--- src/rtl/sbm_pkg.sv ---
package sbm_pkg;
  localparam int WORD_W       = 32;
  localparam int IDX_W        = 6;
  localparam int WIN_W        = 4;
  localparam int ADDR_W       = WIN_W + IDX_W;
  localparam int FIRST_SHARED = 32;
  localparam int GRADE_W      = 2;
  localparam int GRADES_PER_W = WORD_W / GRADE_W;

  typedef enum logic [WIN_W-1:0] {
    WIN_EN_SET = 4'd0,
    WIN_EN_CLR = 4'd1,
    WIN_PD_SET = 4'd2,
    WIN_PD_CLR = 4'd3,
    WIN_AC_SET = 4'd4,
    WIN_AC_CLR = 4'd5,
    WIN_GROUP  = 4'd6,
    WIN_TRIG   = 4'd7,
    WIN_GRADE  = 4'd8,
    WIN_CTRL   = 4'd9,
    WIN_R10    = 4'd10,
    WIN_R11    = 4'd11,
    WIN_R12    = 4'd12,
    WIN_R13    = 4'd13,
    WIN_R14    = 4'd14,
    WIN_R15    = 4'd15
  } win_e;

  typedef struct packed {
    logic [WORD_W-1:0] base;
    logic [WORD_W-1:0] ge1;
    logic [WORD_W-1:0] ge2;
  } acc_mask_t;
endpackage

--- src/rtl/sbm_access_mask.sv ---
module sbm_access_mask
  import sbm_pkg::*;
(
  input  logic                      ns_restrict,
  input  logic [WORD_W-1:0]         group_i,
  input  logic [GRADE_W*WORD_W-1:0] grade_i,
  output acc_mask_t                 mask_o
);
  logic [WORD_W-1:0] at_least_1;
  logic [WORD_W-1:0] at_least_2;

  for (genvar b = 0; b < WORD_W; b++) begin : g_bit
    assign at_least_1[b] = grade_i[GRADE_W*b] | grade_i[GRADE_W*b+1];
    assign at_least_2[b] = grade_i[GRADE_W*b+1];
  end

  always_comb begin
    if (ns_restrict) begin
      mask_o.base = group_i;
      mask_o.ge1  = group_i | at_least_1;
      mask_o.ge2  = group_i | at_least_2;
    end else begin
      mask_o.base = '1;
      mask_o.ge1  = '1;
      mask_o.ge2  = '1;
    end
  end
endmodule

--- src/rtl/sbm_line_edge.sv ---
module sbm_line_edge #(
  parameter int WIDTH = 32
) (
  input  logic             clk,
  input  logic             rst_n,
  input  logic [WIDTH-1:0] line_i,
  output logic [WIDTH-1:0] level_o,
  output logic [WIDTH-1:0] rise_o
);
  logic [WIDTH-1:0] level_q;
  logic             level_en;

  assign level_en = (line_i != level_q);
  assign rise_o   = line_i & ~level_q;
  assign level_o  = level_q;

  always_ff @(posedge clk or negedge rst_n) begin
    if (!rst_n) level_q <= '0;
    else if (level_en) level_q <= line_i;
  end

  AST_RISE_NOT_TWICE: assert property (@(posedge clk) disable iff (!rst_n)
    (rise_o != '0) |=> ((rise_o & $past(rise_o)) == '0));
endmodule

--- src/rtl/sbm_bitmap.sv ---
module sbm_bitmap #(
  parameter int WIDTH = 32
) (
  input  logic             clk,
  input  logic             rst_n,
  input  logic [WIDTH-1:0] set_i,
  input  logic [WIDTH-1:0] clr_i,
  output logic [WIDTH-1:0] bits_o
);
  logic [WIDTH-1:0] bits_q;
  logic [WIDTH-1:0] bits_d;
  logic             upd_en;

  assign upd_en = |(set_i | clr_i);

  always_comb begin
    bits_d = (bits_q & ~clr_i) | set_i;
  end

  always_ff @(posedge clk or negedge rst_n) begin
    if (!rst_n) bits_q <= '0;
    else if (upd_en) bits_q <= bits_d;
  end

  assign bits_o = bits_q;

  AST_IDLE_HOLDS: assert property (@(posedge clk) disable iff (!rst_n)
    ((set_i | clr_i) == '0) |=> $stable(bits_o));
  AST_SET_WINS: assert property (@(posedge clk) disable iff (!rst_n)
    (set_i != '0) |=> ((bits_o & $past(set_i)) == $past(set_i)));
endmodule

--- src/rtl/shared_irq_bitmaps.sv ---
module shared_irq_bitmaps
  import sbm_pkg::*;
#(
  parameter int NUM_IRQ = 64
) (
  input  logic                    clk,
  input  logic                    rst_n,
  input  logic                    req_valid,
  input  logic                    req_write,
  input  logic                    req_secure,
  input  logic [ADDR_W-1:0]       req_addr,
  input  logic [WORD_W-1:0]       req_wdata,
  input  logic [NUM_IRQ-33:0]     irq_line_i,
  output logic [WORD_W-1:0]       rsp_rdata
);
  localparam int NUM_SPI     = NUM_IRQ - FIRST_SHARED;
  localparam int NUM_WORDS   = NUM_IRQ / WORD_W;
  localparam int SPI_WORDS   = NUM_WORDS - 1;
  localparam int GRADE_FIRST = FIRST_SHARED / GRADES_PER_W;
  localparam int GRADE_WORDS = NUM_SPI / GRADES_PER_W;

  // reset: asynchronous assertion, synchronous release
  logic [1:0] rst_pipe;
  logic       rst_n_int;
  always_ff @(posedge clk or negedge rst_n) begin
    if (!rst_n) rst_pipe <= '0;
    else rst_pipe <= {rst_pipe[0], 1'b1};
  end
  assign rst_n_int = rst_pipe[1];

  win_e             win;
  logic [IDX_W-1:0] idx;
  logic             rd_req, wr_req, ns_restrict;

  logic [NUM_SPI-1:0]         grp_q, grp_d, trig_q, trig_d;
  logic [GRADE_W*NUM_SPI-1:0] grade_q, grade_d;
  logic                       ds_q, ds_d;
  logic [WORD_W-1:0]          rdata_q, rdata_d;
  logic                       grp_we, trig_we, grade_we, ds_we, rdata_we;

  logic [NUM_SPI-1:0] en_bits, pend_bits, act_bits;
  logic [NUM_SPI-1:0] line_lvl, line_rise, pend_view;
  logic [NUM_SPI-1:0] spread, zero_vec;
  logic [NUM_SPI-1:0] en_set, en_clr, pd_set, pd_clr, ac_set, ac_clr;

  acc_mask_t         word_mask [SPI_WORDS];
  acc_mask_t         sel_mask;
  logic [WORD_W-1:0] sel_en, sel_pend, sel_act, sel_grp, sel_trig, sel_grade;
  logic [WORD_W-1:0] wr_masked;

  assign win         = win_e'(req_addr[ADDR_W-1:IDX_W]);
  assign idx         = req_addr[IDX_W-1:0];
  assign rd_req      = req_valid & ~req_write;
  assign wr_req      = req_valid & req_write;
  assign ns_restrict = ~req_secure & ~ds_q;
  assign zero_vec    = '0;

  for (genvar w = 0; w < SPI_WORDS; w++) begin : g_mask
    sbm_access_mask u_mask (
      .ns_restrict (ns_restrict),
      .group_i     (grp_q[w*WORD_W +: WORD_W]),
      .grade_i     (grade_q[w*GRADE_W*WORD_W +: GRADE_W*WORD_W]),
      .mask_o      (word_mask[w])
    );
  end

  sbm_line_edge #(.WIDTH(NUM_SPI)) u_lines (
    .clk     (clk),
    .rst_n   (rst_n_int),
    .line_i  (irq_line_i),
    .level_o (line_lvl),
    .rise_o  (line_rise)
  );

  assign pend_view = pend_bits | (line_lvl & ~trig_q);

  // selection of the addressed word (index 0 and out-of-range select nothing)
  always_comb begin
    sel_mask  = '0;
    sel_en    = '0;
    sel_pend  = '0;
    sel_act   = '0;
    sel_grp   = '0;
    sel_trig  = '0;
    sel_grade = '0;
    for (int w = 0; w < SPI_WORDS; w++) begin
      if (int'(idx) == w + 1) begin
        sel_mask = word_mask[w];
        sel_en   = en_bits[w*WORD_W +: WORD_W];
        sel_pend = pend_view[w*WORD_W +: WORD_W];
        sel_act  = act_bits[w*WORD_W +: WORD_W];
        sel_grp  = grp_q[w*WORD_W +: WORD_W];
        sel_trig = trig_q[w*WORD_W +: WORD_W];
      end
    end
    for (int k = 0; k < GRADE_WORDS; k++) begin
      if (int'(idx) == k + GRADE_FIRST) sel_grade = grade_q[k*WORD_W +: WORD_W];
    end
  end

  always_comb begin
    case (win)
      WIN_PD_SET: wr_masked = req_wdata & sel_mask.ge1;
      WIN_PD_CLR: wr_masked = req_wdata & sel_mask.ge2;
      default:    wr_masked = req_wdata & sel_mask.base;
    endcase
    spread = '0;
    for (int w = 0; w < SPI_WORDS; w++) begin
      if (int'(idx) == w + 1) spread[w*WORD_W +: WORD_W] = wr_masked;
    end
  end

  assign en_set = (wr_req && win == WIN_EN_SET) ? spread : zero_vec;
  assign en_clr = (wr_req && win == WIN_EN_CLR) ? spread : zero_vec;
  assign pd_set = ((wr_req && win == WIN_PD_SET) ? spread : zero_vec) | (line_rise & trig_q);
  assign pd_clr = (wr_req && win == WIN_PD_CLR) ? spread : zero_vec;
  assign ac_set = (wr_req && win == WIN_AC_SET) ? spread : zero_vec;
  assign ac_clr = (wr_req && win == WIN_AC_CLR) ? spread : zero_vec;

  sbm_bitmap #(.WIDTH(NUM_SPI)) u_enable (
    .clk (clk), .rst_n (rst_n_int), .set_i (en_set), .clr_i (en_clr), .bits_o (en_bits));
  sbm_bitmap #(.WIDTH(NUM_SPI)) u_pending (
    .clk (clk), .rst_n (rst_n_int), .set_i (pd_set), .clr_i (pd_clr), .bits_o (pend_bits));
  sbm_bitmap #(.WIDTH(NUM_SPI)) u_active (
    .clk (clk), .rst_n (rst_n_int), .set_i (ac_set), .clr_i (ac_clr), .bits_o (act_bits));

  // configuration next state
  assign grp_we   = wr_req && (win == WIN_GROUP) && !ns_restrict;
  assign trig_we  = wr_req && (win == WIN_TRIG);
  assign grade_we = wr_req && (win == WIN_GRADE) && req_secure && !ds_q;
  assign ds_we    = wr_req && (win == WIN_CTRL) && (idx == '0) && req_secure &&
                    !ds_q && req_wdata[0];

  always_comb begin
    grp_d   = grp_q;
    trig_d  = trig_q;
    grade_d = grade_q;
    for (int w = 0; w < SPI_WORDS; w++) begin
      if (int'(idx) == w + 1) begin
        grp_d[w*WORD_W +: WORD_W]  = req_wdata;
        trig_d[w*WORD_W +: WORD_W] = (trig_q[w*WORD_W +: WORD_W] & ~word_mask[w].base) |
                                     (req_wdata & word_mask[w].base);
      end
    end
    for (int k = 0; k < GRADE_WORDS; k++) begin
      if (int'(idx) == k + GRADE_FIRST) grade_d[k*WORD_W +: WORD_W] = req_wdata;
    end
    ds_d = 1'b1;
  end

  // read data next state
  assign rdata_we = rd_req;
  always_comb begin
    case (win)
      WIN_EN_SET, WIN_EN_CLR: rdata_d = sel_en & sel_mask.base;
      WIN_PD_SET:             rdata_d = sel_pend & sel_mask.ge1;
      WIN_PD_CLR:             rdata_d = sel_pend & sel_mask.ge2;
      WIN_AC_SET, WIN_AC_CLR: rdata_d = sel_act & sel_mask.ge2;
      WIN_GROUP:              rdata_d = ns_restrict ? '0 : sel_grp;
      WIN_TRIG:               rdata_d = sel_trig & sel_mask.base;
      WIN_GRADE:              rdata_d = (req_secure && !ds_q) ? sel_grade : '0;
      WIN_CTRL:               rdata_d = (idx == '0) ? {{(WORD_W-1){1'b0}}, ds_q} : '0;
      default:                rdata_d = '0;
    endcase
  end

  always_ff @(posedge clk or negedge rst_n_int) begin
    if (!rst_n_int) begin
      grp_q   <= '0;
      trig_q  <= '0;
      grade_q <= '0;
      ds_q    <= 1'b0;
      rdata_q <= '0;
    end else begin
      if (grp_we)   grp_q   <= grp_d;
      if (trig_we)  trig_q  <= trig_d;
      if (grade_we) grade_q <= grade_d;
      if (ds_we)    ds_q    <= ds_d;
      if (rdata_we) rdata_q <= rdata_d;
    end
  end

  assign rsp_rdata = rdata_q;

  AST_LOW_WORD_RAZ: assert property (@(posedge clk) disable iff (!rst_n_int)
    (rd_req && idx == '0 && win != WIN_CTRL) |=> (rsp_rdata == '0));
  AST_DISABLE_ONE_WAY: assert property (@(posedge clk) disable iff (!rst_n_int)
    ds_q |=> ds_q);
  AST_NS_GROUP_IGNORED: assert property (@(posedge clk) disable iff (!rst_n_int)
    (wr_req && win == WIN_GROUP && !req_secure && !ds_q) |=> $stable(grp_q));
  AST_RDATA_HOLDS: assert property (@(posedge clk) disable iff (!rst_n_int)
    !rd_req |=> $stable(rsp_rdata));
endmodule

--- config.mk ---
export PLATFORM = sky130hd
export DESIGN_NAME = shared_irq_bitmaps
export DESIGN_NICKNAME = d
export VERILOG_FILES = /design/src/rtl/sbm_pkg.sv /design/src/rtl/sbm_access_mask.sv /design/src/rtl/sbm_line_edge.sv /design/src/rtl/sbm_bitmap.sv /design/src/rtl/shared_irq_bitmaps.sv
export SDC_FILE = /design/constraint.sdc
export NUM_CORES = 1
export LEC_CHECK = 0
export ABC_AREA = 1
export BUFFER_PORTS_ARGS = -buffer_cell sky130_fd_sc_hd__buf_4
export CAP_MARGIN = 20
export CORE_MARGIN = 4
export CORE_UTILIZATION = 59
export DETAILED_ROUTE_END_ITERATION = 16
export PLACE_DENSITY = 0.78
export SYNTH_ARGS = -nofsm -noshare
export SYNTH_HDL_FRONTEND = slang
export SYNTH_SLANG_ARGS = --single-unit
--- constraint.sdc ---
create_clock -name clk -period 10.85 [get_ports clk]
set_input_delay 1.085 -clock clk [delete_from_list [all_inputs] [get_ports clk]]
set_output_delay 1.085 -clock clk [all_outputs]
set_load 0.05 [all_outputs]
==> results.md <==
- Share of cells above drive strength 1: 10.16%
- Leakage: 0.01022 uW
- Crit path max fanout: 79
- DPL Wire Length: 40240 um
- Hold Path Class: in -> async
- Most numerous cell in the Yosys netlist: nand2_1
- Startpoint types: primary input
- Area contributors post-synth: dfrtp_1 (43%), nand2_1 (21%), nand3_1 (7.9%)
- RSZ-0062 raised after global routing: no
- Commonest cells post-synth: nand2_1 (955), dfrtp_1 (291), nand3_1 (264)
- Syn Std Cell Area: 16820 sq um
- First-pass GRT wire length: 94700 um
- Drt pass-1 iters: 7
- Global route total overflow: 0
- Worst slew pin tran: 1.221 ns
- Worst skew pair latency: 0.52 ns
- Port bufs: 110
- CTS Sinks: 291
- DIE AREA: 31270 sq um
- Slew HR: 18.39%
- Syn_nets: 2556
- CTS tree: done
- Fillcell total: 2425
- Dpl cells: 2840
- H-tree levels: 2
- Req. time, crit path: 11.23 ns
- Async SR Flop Fraction: 100.0%
- Max Cap Viol: 0
- Leading area contributor after synthesis: dfrtp_1
- Core box area: 27930 sq um
- Row Count: 61
- Detailed-route wire length per cell: 21.37 um
- Number of setup violations in the final report: 0
- Setup Fix Bufs, Post-CTS: 0
- Setup slack after layout: 6.163 ns
- Peak Freq: 213.4 MHz
- Yosys cell types: 27
- Worst-case vdd ir drop: 0.1249 mV
- Largest net degree at the start of global routing: 155
- Initial core utilization: 60.20%
- Most used DFF post-synth: dfrtp_1
- Layout Skew: 0.01332 ns
- Top cell type's share of synthesized area: 43.30%
- Crit end category: flop
- Drt total wl: 62130 um
- Crit path buf inv count: 5
- Num CTS Buffers: 35
- EDFF count, synth: 0
- Final min period: 4.687 ns
- Antenna Violating Nets Remaining: 0
- CTS Hold Buffers Added: 0
- PwrDens: 132.1 nW/um^2
- Routability cong.: 0.9657
- Total Routing Usage GR: 39.33%
- Status: finished clean
- Via-per-instance ratio: 6.029
- Flops & latches, synth: 291
- Hold Vio Cnt, Final: 0
- DRC: 0
- Chip width: 176.8 um
- # diodes: 0
- Final Cycle Share: 43.20%
- Chip height: 176.8 um
- Avg Synthesized Cell Area: 6.878 sq um
- Place WS: 5.864 ns
- Cells after Synth: 2445
- Non-filler instance count after layout: 2907
- Initial DRC count: 2158
- Initial antenna violation count: 2
- Resize count post-CTS: 0
- Slew Limit Fails: 0
- Worst setup path category: in -> reg
- Sequence of cells on the critical path: buf_4 -> nor2_2 -> buf_4 -> nand2_1 -> nor2_4 -> buf_4 -> nand2_1 -> inv_2 -> nand2_2 -> buf_4 -> nand2_1 -> o21ai_1
- Ys Warns: 0
- Clk buf depth: 3
- Root buffer cell: clkbuf_16
- Crit path DAT: 5.07 ns
- Via count: 17.53k
- Clock Pin Slew Worst Setup and Hold Paths: 0.06 ns
- Vias in the first global route: 16.72k
- Register area share after synthesis: 43.30%
- Post-Route Setup TNS: 0 ns
- # IOs: 111
- Slowest stage delay, CP: 0.97 ns
- Nets: 2614
- Synthesis-to-layout area growth: 14.54%
- Crit-path slowest cell: nand2_1
- Crit-path leading delay family: buffers and inverters
- Most used cell, CP: buf_4
## cell usage in the layout (no fill, tap or decap), types with 4 or more instances in the layout
| cell type | n |
|---|---|
| buf_4 | 141 |
| clkbuf_1 | 7 |
| clkbuf_16 | 37 |
| clkbuf_8 | 10 |
| dfrtp_1 | 290 |
| ha_1 | 32 |
| inv_1 | 205 |
| inv_2 | 10 |
| nand2_1 | 952 |
| nand2_2 | 6 |
| nand3_1 | 264 |
| nand3b_1 | 6 |
| nand4_1 | 54 |
| nor2_1 | 110 |
| nor2_2 | 6 |
| nor2_4 | 7 |
| o21ai_0 | 199 |
| o21ai_1 | 114 |
| o21bai_1 | 30 |
| or2_1 | 4 |
| or2_2 | 18 |
## area by class of cell
cell class / count / area (sq um) / area share (%)
Clock buffer: 54 / 1090 / 5.658
Clock inverter: 9 / 132.6 / 0.6885
Inverter: 215 / 807.0 / 4.190
Multi-Input combinational cell: 1814 / 8300 / 43.09
Sequential cell: 291 / 7286 / 37.82
Tap cell: 378 / 473.0 / 2.455
Timing Repair Buffer: 146 / 1174 / 6.093
## logic make-up after synthesis
logic type	synth area share [%]
compound gates	10.77
simple gates	35.56
fa+ha+maj	2.381
flops	43.30
buf+inv	7.968
other cells	0.02230
## stage by stage
step	power, uW	utilization, %	cell area (sq um)	hold slack, ns
2_1_floorplan	1223	-	16820	0.3312
3_3_place_gp	1309	64.24	17940	0.3372
3_5_place_dp	1313	64.24	17940	0.3417
4_1_cts	2542	68.62	19170	0.3289
5_1_grt	2609	68.96	19260	0.3259
6_report	2545	68.96	19260	0.3391
## report_power, final
part / internal (uW) / total (uW) / switching (uW)
registers: 1100 / 1120 / 15.0
clock network: 765 / 1240 / 480
logic: 52.8 / 182 / 129
## final timing paths
kind / start / end / slack (ns) / cells past startpoint
min in group clk: rst_pipe[0] / rst_pipe[1] / 0.36 / 0
max: req_addr[5] / grp_q[12] / 6.16 / 12
min: rst_n / rst_pipe[1] / 0.34 / 1
min reg2reg: rst_pipe[0] / rst_pipe[1] / 0.36 / 0
max reg2reg: ds_q / grp_q[12] / 7.47 / 9
max in group asynchronous: rst_pipe[1] / u_active.bits_o[3] / 8.57 / 3
## worst register-to-register path: cells and delay by family (launching register included)
kind,cells,cell delay [ns]
simple gates,5,1.75
buf+inv,3,1.04
compound gates,1,0.10
flops,1,0.42
## metal layers
layer | global-route usage, % | vias to the layer above | wire length [um]
met5 | 0 | - | 27
met4 | 28.08 | 4 | 5367
met3 | 9.272 | 291 | 6832
met2 | 61.36 | 1066 | 27650
met1 | 48.06 | 8194 | 22250
li1 | - | 7971 | -
No activity file was read; power rests on OpenSTA's default activity.
